==> src/rtl/cfg_sec_pkg.sv <==
package cfg_sec_pkg;
  localparam int ADDR_W    = 24;
  localparam int WIN_BYTES = 4;
  localparam int IDX_W     = $clog2(WIN_BYTES);
  localparam logic [ADDR_W-1:0] WIN_BASE = 24'h800000;

  typedef enum logic [1:0] {
    PAT_NONE  = 2'd0,
    PAT_LOCK  = 2'd1,
    PAT_CLEAR = 2'd2
  } pattern_e;

  function automatic logic in_window(input logic [ADDR_W-1:0] addr);
    return (addr >> IDX_W) == (WIN_BASE >> IDX_W);
  endfunction
endpackage

==> src/rtl/cfg_sec_win_track.sv <==
module cfg_sec_win_track
  import cfg_sec_pkg::*;
(
  input  logic              clk_i,
  input  logic              rst_ni,
  input  logic              wr_valid_i,
  input  logic [ADDR_W-1:0] wr_addr_i,
  input  logic [7:0]        wr_data_i,
  input  logic              msg_end_i,
  input  logic              flush_i,
  input  logic              hold_i,
  output pattern_e          pat_o
);
  logic [WIN_BYTES-1:0] ones_q, zeros_q;
  logic                 hit;
  logic                 clr;

  assign hit = wr_valid_i && in_window(wr_addr_i) && !hold_i;
  assign clr = msg_end_i || flush_i;

  for (genvar b = 0; b < WIN_BYTES; b++) begin : g_byte
    always_ff @(posedge clk_i or negedge rst_ni) begin
      if (!rst_ni) begin
        ones_q[b]  <= 1'b0;
        zeros_q[b] <= 1'b0;
      end else if (clr) begin
        ones_q[b]  <= 1'b0;
        zeros_q[b] <= 1'b0;
      end else if (hit && (wr_addr_i[IDX_W-1:0] == IDX_W'(b))) begin
        // last write to a byte wins
        ones_q[b]  <= (wr_data_i == 8'hFF);
        zeros_q[b] <= (wr_data_i == 8'h00);
      end
    end
  end

  always_comb begin
    pat_o = PAT_NONE;
    if (msg_end_i && !flush_i && !hold_i) begin
      if (&ones_q)       pat_o = PAT_LOCK;
      else if (&zeros_q) pat_o = PAT_CLEAR;
    end
  end
endmodule

==> src/rtl/cfg_sec_unlock_seq.sv <==
module cfg_sec_unlock_seq #(
  parameter int CLEAR_PASSES = 2
) (
  input  logic clk_i,
  input  logic rst_ni,
  input  logic clear_pass_i,
  input  logic locked_i,
  input  logic pwr_cycle_i,
  output logic attempt_o,
  output logic final_o
);
  localparam int CNT_W = $clog2(CLEAR_PASSES + 1);

  logic [CNT_W-1:0] cnt_q;

  assign attempt_o = clear_pass_i && locked_i;
  assign final_o   = attempt_o && (cnt_q == CNT_W'(CLEAR_PASSES - 1));

  always_ff @(posedge clk_i or negedge rst_ni) begin
    if (!rst_ni)          cnt_q <= '0;
    else if (pwr_cycle_i) cnt_q <= '0;
    else if (!locked_i)   cnt_q <= '0;
    else if (attempt_o)   cnt_q <= final_o ? '0 : cnt_q + 1'b1;
  end

  AST_CNT_RANGE: assert property (@(posedge clk_i) disable iff (!rst_ni)
    cnt_q < CNT_W'(CLEAR_PASSES));
  AST_PWR_DROPS_PROGRESS: assert property (@(posedge clk_i) disable iff (!rst_ni)
    pwr_cycle_i |=> cnt_q == '0);
endmodule

==> src/rtl/cfg_sec_erase_timer.sv <==
module cfg_sec_erase_timer #(
  parameter int ERASE_CYCLES = 2_500_000
) (
  input  logic clk_i,
  input  logic rst_ni,
  input  logic start_i,
  output logic erase_o,
  output logic busy_o,
  output logic done_o
);
  localparam int CNT_W = $clog2(ERASE_CYCLES + 1);

  logic [CNT_W-1:0] cnt_q;
  logic             busy_q, pulse_q;

  assign busy_o  = busy_q;
  assign erase_o = pulse_q;
  assign done_o  = busy_q && (cnt_q == '0);

  always_ff @(posedge clk_i or negedge rst_ni) begin
    if (!rst_ni) begin
      busy_q  <= 1'b0;
      pulse_q <= 1'b0;
      cnt_q   <= '0;
    end else begin
      pulse_q <= start_i;
      if (start_i) begin
        busy_q <= 1'b1;
        cnt_q  <= CNT_W'(ERASE_CYCLES - 1);
      end else if (busy_q) begin
        if (cnt_q == '0) busy_q <= 1'b0;
        else             cnt_q  <= cnt_q - 1'b1;
      end
    end
  end

  AST_START_IDLE: assert property (@(posedge clk_i) disable iff (!rst_ni)
    start_i |-> !busy_q);
  AST_BUSY_HOLD: assert property (@(posedge clk_i) disable iff (!rst_ni)
    busy_q && cnt_q != '0 |=> busy_q);
  AST_PULSE_BUSY: assert property (@(posedge clk_i) disable iff (!rst_ni)
    erase_o |-> busy_q);
endmodule

==> src/rtl/cfg_sec_lock.sv <==
module cfg_sec_lock
  import cfg_sec_pkg::*;
#(
  parameter int   ERASE_CYCLES = 2_500_000,
  parameter int   CLEAR_PASSES = 2,
  parameter logic LOCK_INIT    = 1'b0
) (
  input  logic        clk_i,
  input  logic        rst_ni,
  input  logic        wr_valid_i,
  input  logic [23:0] wr_addr_i,
  input  logic [7:0]  wr_data_i,
  input  logic        msg_end_i,
  input  logic        rd_req_i,
  input  logic [23:0] rd_addr_i,
  input  logic [7:0]  arr_rdata_i,
  input  logic        pwr_cycle_i,
  input  logic        erase_req_i,
  output logic        locked_o,
  output logic        readout_en_o,
  output logic        arr_we_o,
  output logic        erase_o,
  output logic        erase_busy_o,
  output logic        rd_valid_o,
  output logic        rd_ack_o,
  output logic [7:0]  rd_data_o
);
  pattern_e pat;
  logic     attempt, final_pass, busy, done, start;
  logic     locked_q, clr_pend_q;
  logic     rd_valid_q, rd_ack_q;
  logic [7:0] rd_data_q;
  logic     open_w, rd_win;

  cfg_sec_win_track u_track (
    .clk_i      (clk_i),
    .rst_ni     (rst_ni),
    .wr_valid_i (wr_valid_i),
    .wr_addr_i  (wr_addr_i),
    .wr_data_i  (wr_data_i),
    .msg_end_i  (msg_end_i),
    .flush_i    (pwr_cycle_i),
    .hold_i     (busy),
    .pat_o      (pat)
  );

  cfg_sec_unlock_seq #(.CLEAR_PASSES(CLEAR_PASSES)) u_seq (
    .clk_i        (clk_i),
    .rst_ni       (rst_ni),
    .clear_pass_i (pat == PAT_CLEAR),
    .locked_i     (locked_q),
    .pwr_cycle_i  (pwr_cycle_i),
    .attempt_o    (attempt),
    .final_o      (final_pass)
  );

  assign start = !busy && (attempt || erase_req_i);

  cfg_sec_erase_timer #(.ERASE_CYCLES(ERASE_CYCLES)) u_timer (
    .clk_i   (clk_i),
    .rst_ni  (rst_ni),
    .start_i (start),
    .erase_o (erase_o),
    .busy_o  (busy),
    .done_o  (done)
  );

  always_ff @(posedge clk_i or negedge rst_ni) begin
    if (!rst_ni) begin
      locked_q   <= LOCK_INIT;
      clr_pend_q <= 1'b0;
    end else begin
      if (done) begin
        clr_pend_q <= 1'b0;
        if (clr_pend_q) locked_q <= 1'b0;
      end else begin
        if (pat == PAT_LOCK)       locked_q   <= 1'b1;
        if (final_pass && !busy)   clr_pend_q <= 1'b1;
      end
    end
  end

  assign open_w = !locked_q && !busy;
  assign rd_win = in_window(rd_addr_i);

  always_ff @(posedge clk_i or negedge rst_ni) begin
    if (!rst_ni) begin
      rd_valid_q <= 1'b0;
      rd_ack_q   <= 1'b0;
      rd_data_q  <= 8'h00;
    end else begin
      rd_valid_q <= rd_req_i;
      if (rd_req_i) begin
        rd_ack_q  <= rd_win || open_w;
        rd_data_q <= rd_win ? {8{locked_q}} : (open_w ? arr_rdata_i : 8'h00);
      end
    end
  end

  assign locked_o     = locked_q;
  assign readout_en_o = open_w;
  assign arr_we_o     = wr_valid_i && !in_window(wr_addr_i) && open_w;
  assign erase_busy_o = busy;
  assign rd_valid_o   = rd_valid_q;
  assign rd_ack_o     = rd_ack_q;
  assign rd_data_o    = rd_data_q;

  AST_UNLOCK_AT_ERASE_END: assert property (@(posedge clk_i) disable iff (!rst_ni)
    $fell(locked_q) |-> $fell(busy));
  AST_PEND_IN_ERASE: assert property (@(posedge clk_i) disable iff (!rst_ni)
    $rose(clr_pend_q) |-> busy);
  AST_PWR_KEEPS_LOCK: assert property (@(posedge clk_i) disable iff (!rst_ni)
    pwr_cycle_i && !busy |=> locked_q == $past(locked_q));
  AST_REFUSED_NO_DATA: assert property (@(posedge clk_i) disable iff (!rst_ni)
    rd_valid_o && !rd_ack_o |-> rd_data_o == 8'h00);
  AST_START_TO_BUSY: assert property (@(posedge clk_i) disable iff (!rst_ni)
    start |=> busy && erase_o);
endmodule

==> config.mk <==
export PLATFORM = sky130hd
export DESIGN_NAME = cfg_sec_lock
export DESIGN_NICKNAME = d
export VERILOG_FILES = /design/src/rtl/cfg_sec_pkg.sv /design/src/rtl/cfg_sec_win_track.sv /design/src/rtl/cfg_sec_unlock_seq.sv /design/src/rtl/cfg_sec_erase_timer.sv /design/src/rtl/cfg_sec_lock.sv
export SDC_FILE = /design/constraint.sdc
export NUM_CORES = 1
export LEC_CHECK = 0
export BUFFER_PORTS_ARGS = -buffer_cell sky130_fd_sc_hd__buf_2
export CAP_MARGIN = 20
export CELL_PAD_IN_SITES_DETAIL_PLACEMENT = 0
export CELL_PAD_IN_SITES_GLOBAL_PLACEMENT = 1
export CORE_AREA = 5 5 115 63
export CTS_CLUSTER_SIZE = 30
export DETAILED_ROUTE_END_ITERATION = 12
export DIE_AREA = 0 0 120 68
export PLACE_DENSITY_LB_ADDON = 0.05
export SYNTH_ARGS = -nofsm -noshare
export SYNTH_HDL_FRONTEND = slang
export SYNTH_SLANG_ARGS = --single-unit
==> constraint.sdc <==
create_clock -name clk_i -period 3.55 [get_ports clk_i]
set_clock_uncertainty 0.15 [all_clocks]
set_input_delay 0.1775 -clock clk_i [delete_from_list [all_inputs] [get_ports clk_i]]
set_output_delay 0.1775 -clock clk_i [all_outputs]
set_load 0.01 [all_outputs]
==> results of run 1 <==
## cell usage after synthesis (4+ instances only)
library cell / n / share of area [%]
dfrtp_1: 46 / 49
nand2_1: 25 / 4.0
nor2_1: 19 / 3.0
nor4_1: 13 / 3.4
mux2i_1: 12 / 5.1
nand3_1: 10 / 2.1
xnor2_1: 9 / 3.3
a221o_1: 8 / 3.4
nor3_1: 8 / 1.7
inv_1: 7 / 1.1
nand4_1: 6 / 1.6
o21ai_0: 6 / 1.3
a21oi_1: 4 / 0.84
a31oi_1: 4 / 1.1
or4_1: 4 / 1.3
## worst max-delay path by stage
stage	startpoint	to	slack, ps	depth (start not counted)
detailed placement	u_timer.cnt_q[10]$_DFFE_PN0P_	u_timer.cnt_q[1]$_DFFE_PN0P_	1100	5
global route	u_timer.cnt_q[0]$_DFFE_PN0P_	u_timer.cnt_q[10]$_DFFE_PN0P_	830	7
CTS	u_timer.cnt_q[10]$_DFFE_PN0P_	u_timer.cnt_q[1]$_DFFE_PN0P_	1080	5
finish	u_timer.cnt_q[10]$_DFFE_PN0P_	u_timer.cnt_q[1]$_DFFE_PN0P_	1090	5
global placement	u_timer.cnt_q[0]$_DFFE_PN0P_	u_timer.cnt_q[10]$_DFFE_PN0P_	1120	7
floorplan	u_timer.cnt_q[0]$_DFFE_PN0P_	u_timer.cnt_q[10]$_DFFE_PN0P_	1420	7
## per-layer routing
metal	part of all wire, %	GRT usage, %	wire (µm)
met1	56	25.3	3560
met5	0	0	0
met4	0.85	3.42	54
met2	38	20.7	2380
met3	5.4	4.29	344
## registers in the layout, indices dropped and copies added (netlist names)
| name | cells |
|---|---|
| clr_pend_q | 1 |
| locked_o | 1 |
| rd_ack_o | 1 |
| rd_data_o | 8 |
| rd_valid_o | 1 |
| u_seq.cnt_q | 2 |
| u_timer.busy_o | 1 |
| u_timer.cnt_q | 22 |
| u_timer.erase_o | 1 |
| u_track.ones_q | 4 |
| u_track.zeros_q | 4 |
## cell type report
cell class	instances	area, µm²	area share [%]
multi-input cells	177	1180	37.7
flip-flops and latches	46	1150	36.7
repair buffers	94	523	16.7
clock buffers	6	139	4.42
well taps	80	100	3.19
inverters	8	30.0	0.957
clock inverters	2	12.5	0.399
## repair_timing
item / in CTS / in global routing
hold buffers: 10 / 0
setup endpoints to repair: 0 / 0
hold endpoints to repair: 55 / 0
## power by group through the flow
stage / clock network, mW / registers, mW / logic [mW]
finish: 0.478 / 0.528 / 0.0729
global route: 0.517 / 0.528 / 0.0823
CTS: 0.487 / 0.528 / 0.0739
detailed placement: 0 / 0.538 / 0.0653
global placement: 0 / 0.538 / 0.0649
floorplan: 0 / 0.538 / 0.00909
## stage by stage
step | hold WS, ps | total power [mW] | setup WS [ps] | util (%) | instances
2_1_floorplan | -268 | 0.547 | 1420 | - | 233
4_1_cts | 68.8 | 1.09 | 1080 | 50.0 | 413
3_3_place_gp | 158 | 0.602 | 1120 | 46.0 | 395
5_1_grt | 86.8 | 1.13 | 828 | 50.0 | 413
3_5_place_dp | 153 | 0.603 | 1100 | 46.0 | 395
6_report | 71.8 | 1.08 | 1090 | 50.0 | 413
## kinds of logic (layout without fill, tap and decap cells)
kind of cell	after synthesis	count (layout)	share of synthesized area, %
adders and majority gates	1	1	0.527
xor gates and xnor gates	10	10	3.69
muxes	12	12	5.06
buffers and inverters	10	110	1.58
AOI/OAI and AO/OA	34	34	10.6
and+or+nand+nor	120	120	30.0
DFF	46	46	48.5
## worst min-delay path: stages
cell and delay [ps]:
buf_2 100, nor3_1 70, mux2i_1 120
==> qor.yml, run 1 <==
via_count: 2150
worstPathMaxFanout: 10
clock_sinks: 46
globalRoute.totalOverflow: 0
postCtsSetupRepairBufs: 0
maxSlewHeadroom_pct: 41.0
async_flop_share_pct: 100
fmax_mhz: 406
fin_crit_ps: 2460
die_w_um: 120
drtIter0Drc: 184
slowest_delay_ps: 580
cp-start-kind: "flop"
synth_area_per_cell_um2: 10.2
start_util_pct: 37.8
grt_pass1_wl_um: 9960
antenna_left: 0
cts_tree: "done"
synth_edf_count: 0
cts-root-buf: "clkbuf_16"
critPathBufInv: 0
clock_tree.buffer_depth: 2
h-tree-depth: 2
wirelength_um: 6330
p_int_mw: 0.845
cts.reportedPaths.clkPinSlew_ps: 70
clk-insertion-delay-late_ps: 290
crit_type: "reg -> reg"
grtUsageTotal_pct: 15.9
critPathCaptureType: "flop"
vias_per_cell: 5.21
finalSetupViolations: 0
yosys_warnings: 0
period_share_pct: 69.4
power_density_nw_per_um2: 344
row_count: 21
p_leak_nw: 1.38
cp_data_arrival_time_ps: 2510
n_fill_cell: 583
area.growth.synth_to_final_pct: 32.3
drc: 0
ys_seq_area_share_pct: 48.5
syn-cell-area_um2: 2370
ys.flop_type: "dfrtp_1"
power.switching_mw: 0.234
cts-buffers-inserted: 5
die_h_um: 68
layout_commonest_cell: "buf_2"
wl_per_cell_um: 15.3
path_delay_family: "simple AND/OR/NAND/NOR gates"
synth_fp_nets: 305
reg2reg_depth: 5
ys_types: 49
io_buffers: 83
fin_area_um2: 3140
dp_hpwl_um: 4760
final_cell_mix: "83 x buf_2, 46 x dfrtp_1, 25 x nand2_1"
max-cap-violations: 0
hold_viol_final: 0
worstHoldPathCells: 3
die_area_um2: 8160
seq_power_share_pct: 48.9
netlist_instances: 233
hold_path_class: "in -> reg"
worstPathRequired_ps: 3600
rr_endpoint: "u_timer.cnt_q[1]$_DFFE_PN0P_"
r2r-start: "u_timer.cnt_q[10]$_DFFE_PN0P_"
hp-start: "wr_addr_i[0]"
drive_gt1_share_pct: 31.8
critPathSlowestCell: "or4_4"
path_cells: "or4_4, nor4_4, nand4_2, and3_1, a31oi_1"
fin_nets: 404
diodes: 0
drv_slew: 0
whs_endpoint: "u_track.ones_q[2]$_DFFE_PN0P_"
clockPowerShare_pct: 44.3
r2r_setup_slack_ps: 1090
dr.pass1.iters: 5
grt_pass1_vias: 1932
comb_power_share_pct: 6.8
setup_tns_ps: 0
status: "finished clean"
swShare_pct: 21.7
worstMarginPinSlew_ps: 878
synth_seq_cells: 46
gp_congestion: 0.765
antenna_found_initial: 0
rsz0062_at_grt: "no"
io_pins: 86
place_area_um2: 2890
grt_max_degree: 47
cts_resized: 0
ir_worst_vdd_mv: 0.155
core_um2: 6280
Power figures use the tool's default switching activity.
==> run 2, diff against run 1 <==
--- a/config.mk
+++ b/config.mk
@@ -9,10 +9,10 @@
 export CAP_MARGIN = 20
 export CELL_PAD_IN_SITES_DETAIL_PLACEMENT = 0
 export CELL_PAD_IN_SITES_GLOBAL_PLACEMENT = 1
-export CORE_AREA = 5 5 115 63
+export CORE_AREA = 5 5 126 68
 export CTS_CLUSTER_SIZE = 30
 export DETAILED_ROUTE_END_ITERATION = 12
-export DIE_AREA = 0 0 120 68
+export DIE_AREA = 0 0 131 73
 export PLACE_DENSITY_LB_ADDON = 0.05
 export SYNTH_ARGS = -nofsm -noshare
 export SYNTH_HDL_FRONTEND = slang
==> constraint.sdc (replaced) <==
create_clock -name clk_i -period 2.22 [get_ports clk_i]
set_clock_uncertainty 0.15 [all_clocks]
set_input_delay 0.111 -clock clk_i [delete_from_list [all_inputs] [get_ports clk_i]]
set_output_delay 0.111 -clock clk_i [all_outputs]
set_load 0.01 [all_outputs]
==> qor.yml, run 2 (synthesis gave the netlist of run 1 again) <==
status: "finished clean"
grtUsageTotal_pct: 14.5  # -1.4 points
rsz0062_at_grt: "no"
gp_congestion: 0.762  # -0.42%
grt_pass1_wl_um: 10800  # +8.7%
cts.reportedPaths.clkPinSlew_ps: 70  # about the same
hold_viol_final: 0  # unchanged
drc: 0  # unchanged
hold_path_class: "in -> reg"
maxSlewHeadroom_pct: 41.2  # +0.17 points
critPathCaptureType: "flop"
worstPathMaxFanout: 5  # -5
drive_gt1_share_pct: 38.2  # +6.4 points
final_cell_mix: "83 x buf_2, 45 x dfrtp_1, 24 x nand2_1"
setup_tns_ps: 0  # unchanged
path_cells: "inv_1, ha_1, nor3b_4, and2_2, a21o_1, or4_1, mux2i_1"
dp_slack_ps: 47.8  # -1050 ps
cts-buffers-inserted: 5  # unchanged
dr.pass1.iters: 4  # -1
core_um2: 7540  # +20%
wl_per_cell_um: 14.9  # -2.9%
via_count: 2239  # +4.1%
cp-start-kind: "flop"
cts-root-buf: "clkbuf_16"
clock_tree.buffer_depth: 2  # unchanged
fmax_mhz: 473  # +16%
worstMarginPinSlew_ps: 875  # -2.48 ps
die_area_um2: 9560  # +17%
seqCellArea_um2: 1150  # +0.11%
layout_commonest_cell: "buf_2"
cts_tree: "done"
cp_data_arrival_time_ps: 2140  # -370 ps
critPathBufInv: 1  # +1
die_w_um: 131  # +9.2%
diodes: 0  # unchanged
ir_worst_vdd_mv: 0.277  # +80%
timing.final.ws_setup_ps: 106  # -982 ps
crit_type: "reg -> reg"
max-cap-violations: 0  # unchanged
fin_crit_ps: 2110  # -348 ps
globalRoute.totalOverflow: 0  # unchanged
grt_pass1_vias: 2088  # +8.1%
drv_slew: 0  # unchanged
path_delay_family: "simple AND/OR/NAND/NOR gates"
worstPathRequired_ps: 2250  # -1350 ps
clock_sinks: 46  # unchanged
start_util_pct: 31.5  # -6.3 points
multiInputGateArea_um2: 1230  # +4.2%
antenna_left: 0  # unchanged
clk-insertion-delay-late_ps: 290  # about the same
dp_hpwl_um: 5290  # +11%
final_cells: 456  # +10%
io_buffers: 83  # unchanged
power_density_nw_per_um2: 511  # +49%
row_count: 23  # +9.5%
n_fill_cell: 754  # +29%
area.growth.synth_to_final_pct: 43.5
drtIter0Drc: 150  # -18%
antenna_found_initial: 0  # unchanged
p_leak_nw: 1.53  # +11%
period_share_pct: 95.2  # +26 points
total_power_mw: 1.74  # +61%
critPathSlowestCell: "dfrtp_1"
wirelength_um: 6790  # +7.2%
io_pins: 86  # unchanged
slowest_delay_ps: 420  # -160 ps
finalSetupViolations: 0  # unchanged
vias_per_cell: 4.91  # -5.7%
largest_register: "u_timer.cnt_q"
h-tree-depth: 2  # unchanged
dp_cells: 437  # +11%
grt_max_degree: 25  # -47%
largest_register_ffs: 22  # unchanged
fin_nets: 427  # +5.7%
die_h_um: 73  # +7.4%
## run 2: where the power goes
group | total, mW | internal, mW | switching, mW
sequential | 0.842 | 0.841 | 0.00146
clock | 0.774 | 0.446 | 0.328
combinational | 0.124 | 0.0685 | 0.0553
## run 2: repair_timing
action | in CTS | in global routing
endpoints found under the hold margin | 32 | 0
gates resized for setup | 0 | 13
setup buffers | 0 | 1
hold buffers | 10 | 0
endpoints found under the setup margin | 0 | 11
## run 2: layout make-up
type	instances	share of cell area, %
clock buffers	6	4.08
clock inverters	2	0.368
inverters	8	0.882
multi-input cells	177	36.2
flip-flops and latches	46	33.8
well taps	100	3.68
repair buffers	117	20.9
## run 2: through the flow
stage          instance area [µm²]  util, %  hold slack (ps)
4_1_cts                       3340     44.3             14.0
2_1_floorplan                 2370        -             -335
3_5_place_dp                  3090     41.0            -10.9
3_3_place_gp                  3090     41.0           -0.993
6_report                      3400     45.2             19.6
5_1_grt                       3400     45.2             38.2
## run 2: path summary, 6_finish.rpt
| path | start | end | slack (ps) | depth (start not counted) |
|---|---|---|---|---|
| min | wr_addr_i[0] | u_track.ones_q[2]$_DFFE_PN0P_ | 20 | 3 |
| max reg2reg | u_timer.cnt_q[1]$_DFFE_PN0P_ | u_timer.cnt_q[11]$_DFFE_PN0P_ | 110 | 7 |
| min reg2reg | clr_pend_q$_DFFE_PN0P_ | locked_o$_DFFE_PN0P_ | 320 | 1 |
| max | u_timer.cnt_q[1]$_DFFE_PN0P_ | u_timer.cnt_q[11]$_DFFE_PN0P_ | 110 | 7 |
| max in group asynchronous | rst_ni | u_timer.erase_o$_DFF_PN0_ | 1180 | 3 |
| min in group asynchronous | rst_ni | u_track.zeros_q[0]$_DFFE_PN0P_ | 200 | 2 |
## run 2: layer usage
layer / track usage, % / share of wire, % / vias up
li1: - / - / 1122
met1: 23.9 / 57 / 1061
met2: 18.4 / 37 / 52
met3: 3.87 / 5.7 / 4
met4: 2.74 / 0.71 / 0
met5: 0 / 0 / -
## run 2: worst min-delay path, cell delays in order
cell	delay, ps
buf_2	100
nor3_1	80
mux2i_1	120
==> run 3, diff against run 2 <==
--- a/config.mk
+++ b/config.mk
@@ -7,13 +7,12 @@
 export LEC_CHECK = 0
 export BUFFER_PORTS_ARGS = -buffer_cell sky130_fd_sc_hd__buf_2
 export CAP_MARGIN = 20
-export CELL_PAD_IN_SITES_DETAIL_PLACEMENT = 0
-export CELL_PAD_IN_SITES_GLOBAL_PLACEMENT = 1
-export CORE_AREA = 5 5 126 68
+export CORE_AREA = 5 5 109 60
 export CTS_CLUSTER_SIZE = 30
 export DETAILED_ROUTE_END_ITERATION = 12
-export DIE_AREA = 0 0 131 73
+export DIE_AREA = 0 0 114 65
 export PLACE_DENSITY_LB_ADDON = 0.05
+export REMOVE_ABC_BUFFERS = 1
 export SYNTH_ARGS = -nofsm -noshare
 export SYNTH_HDL_FRONTEND = slang
 export SYNTH_SLANG_ARGS = --single-unit
==> qor.yml, run 3 (synthesis gave the netlist of run 1 again) <==
n_fill_cell: 499  # -34%
antenna_left: 0  # unchanged
ir_worst_vdd_mv: 0.240  # -14%
dp_cells: 411  # -5.9%
period_share_pct: 95.4  # +0.20 points
cts-root-buf: "clkbuf_8"
cp_data_arrival_time_ps: 2160  # +20 ps
die_w_um: 114  # -13%
layout_commonest_cell: "buf_2"
h-tree-depth: 2  # unchanged
io_pins: 86  # unchanged
power_density_nw_per_um2: 464  # -9.1%
start_util_pct: 42.1  # +11 points
dr.pass1.iters: 4  # unchanged
hold_viol_final: 0  # unchanged
antenna_found_initial: 0  # unchanged
globalRoute.totalOverflow: 0  # unchanged
seqCellArea_um2: 1150  # unchanged
worstPathMaxFanout: 5  # unchanged
largest_register: "u_timer.cnt_q"
cts-buffers-inserted: 5  # unchanged
worstPathRequired_ps: 2270  # +20 ps
reg2reg_depth: 7  # unchanged
p_leak_nw: 1.47  # -3.8%
fin_crit_ps: 2120  # +4.53 ps
critPathCaptureType: "flop"
core_um2: 5630  # -25%
area.growth.synth_to_final_pct: 38.3
worstHoldPathCells: 3  # unchanged
fin_nets: 425  # -0.47%
crit_type: "reg -> reg"
row_count: 20  # -13%
drtIter0Drc: 186  # +24%
die_h_um: 65  # -11%
io_buffers: 83  # unchanged
maxSlewHeadroom_pct: 39.6  # -1.6 points
via_count: 2246  # +0.31%
final_cell_mix: "83 x buf_2, 45 x dfrtp_1, 25 x nand2_1"
max-cap-violations: 0  # unchanged
place_area_um2: 3030  # -2.1%
fin_area_um2: 3280  # -3.6%
wl_per_cell_um: 15.1  # +1.3%
grt_pass1_wl_um: 10700  # -1.2%
cp-start-kind: "flop"
clk-insertion-delay-late_ps: 310  # +20 ps
hold_path_class: "in -> reg"
drc: 0  # unchanged
cts_tree: "done"
largest_register_ffs: 22  # unchanged
setup_tns_ps: 0  # unchanged
worstMarginPinSlew_ps: 899  # +23.7 ps
dp_hpwl_um: 4960  # -6.2%
gp_congestion: 0.827  # +8.5%
fmax_mhz: 472  # -0.21%
clock_tree.buffer_depth: 2  # unchanged
wirelength_um: 6500  # -4.3%
final_cells: 431  # -5.5%
drive_gt1_share_pct: 36.7  # -1.5 points
grtUsageTotal_pct: 17.9  # +3.3 points
multiInputGateArea_um2: 1220  # -1.3%
grt_pass1_vias: 2191  # +4.9%
vias_per_cell: 5.21  # +6.1%
die_area_um2: 7410  # -23%
finalSetupViolations: 0  # unchanged
cts.reportedPaths.clkPinSlew_ps: 100  # +30 ps
drv_slew: 0  # unchanged
grt_max_degree: 47  # +88%
status: "finished clean"
clock_sinks: 46  # unchanged
rsz0062_at_grt: "yes"
diodes: 0  # unchanged
## run 3: cell types whose count changed in the layout (fill, tap and decap cells not counted), sizes merged
cell	delta
clkinvlp	-1
inv	+3
clkinv	-1
clkbuf	-1
buf	-4
dlygate4sd3	+2
## run 3: final timing paths
kind	from	end	slack (ps)
setup reg to reg	u_timer.cnt_q[0]$_DFFE_PN0P_	u_timer.cnt_q[11]$_DFFE_PN0P_	100
hold reg to reg	clr_pend_q$_DFFE_PN0P_	locked_o$_DFFE_PN0P_	300
min in group asynchronous	rst_ni	rd_data_o[3]$_DFFE_PN0P_	260
hold / removal	pwr_cycle_i	u_seq.cnt_q[0]$_DFFE_PN0P_	20
max in group asynchronous	rst_ni	u_timer.cnt_q[0]$_DFFE_PN0P_	1220
setup / recovery	u_timer.cnt_q[0]$_DFFE_PN0P_	u_timer.cnt_q[11]$_DFFE_PN0P_	100
## run 3: per-layer routing
| layer | share of wire (%) | up-vias | global-route usage, % |
|---|---|---|---|
| li1 | - | 1122 | - |
| met1 | 55 | 1078 | 28.9 |
| met2 | 41 | 41 | 24.4 |
| met3 | 3.7 | 5 | 3.45 |
| met4 | 0.55 | 0 | 3.11 |
| met5 | 0 | - | 0 |
## run 3: what timing repair did
action | 4_1_cts | 5_1_grt
hold endpoints to repair | 59 | 0
buffers inserted | 0 | 0
setup endpoints to repair | 0 | 8
gates resized for setup | 0 | 8
hold buffers | 12 | 0
## run 3: through the flow
stage          utilization [%]  setup WS (ps)  power (mW)  hold WS [ps]
5_1_grt                   58.3          -19.3        1.58          30.6
2_1_floorplan                -           82.2       0.875          -335
6_report                  58.3            101        1.52          16.1
3_3_place_gp              53.8            102       0.966          93.1
3_5_place_dp              53.8           80.3       0.967          87.0
4_1_cts                   57.6           54.2        1.54          5.31
## run 3: where the power goes
group          leakage [nW]  total, mW  switching, mW  internal [mW]
combinational         0.894      0.124         0.0558         0.0685
sequential            0.528      0.842        0.00131          0.840
clock                0.0495      0.558          0.324          0.234
## run 3: final cells by class
type	count	share of cell area, %
multi-input combinational	177	37.1
sequential	46	35.1
timing repair buffer	115	21.0
tap	77	2.94
clock buffer	5	2.10
inverter	8	0.915
clock inverter	3	0.801
## run 3: critical path, cell delays in order (launching register included)
cell,delay [ps]
dfrtp_2,420
inv_1,50
ha_1,210
nor3b_2,180
and2_1,200
a21o_4,240
or4_1,430
mux2i_1,140
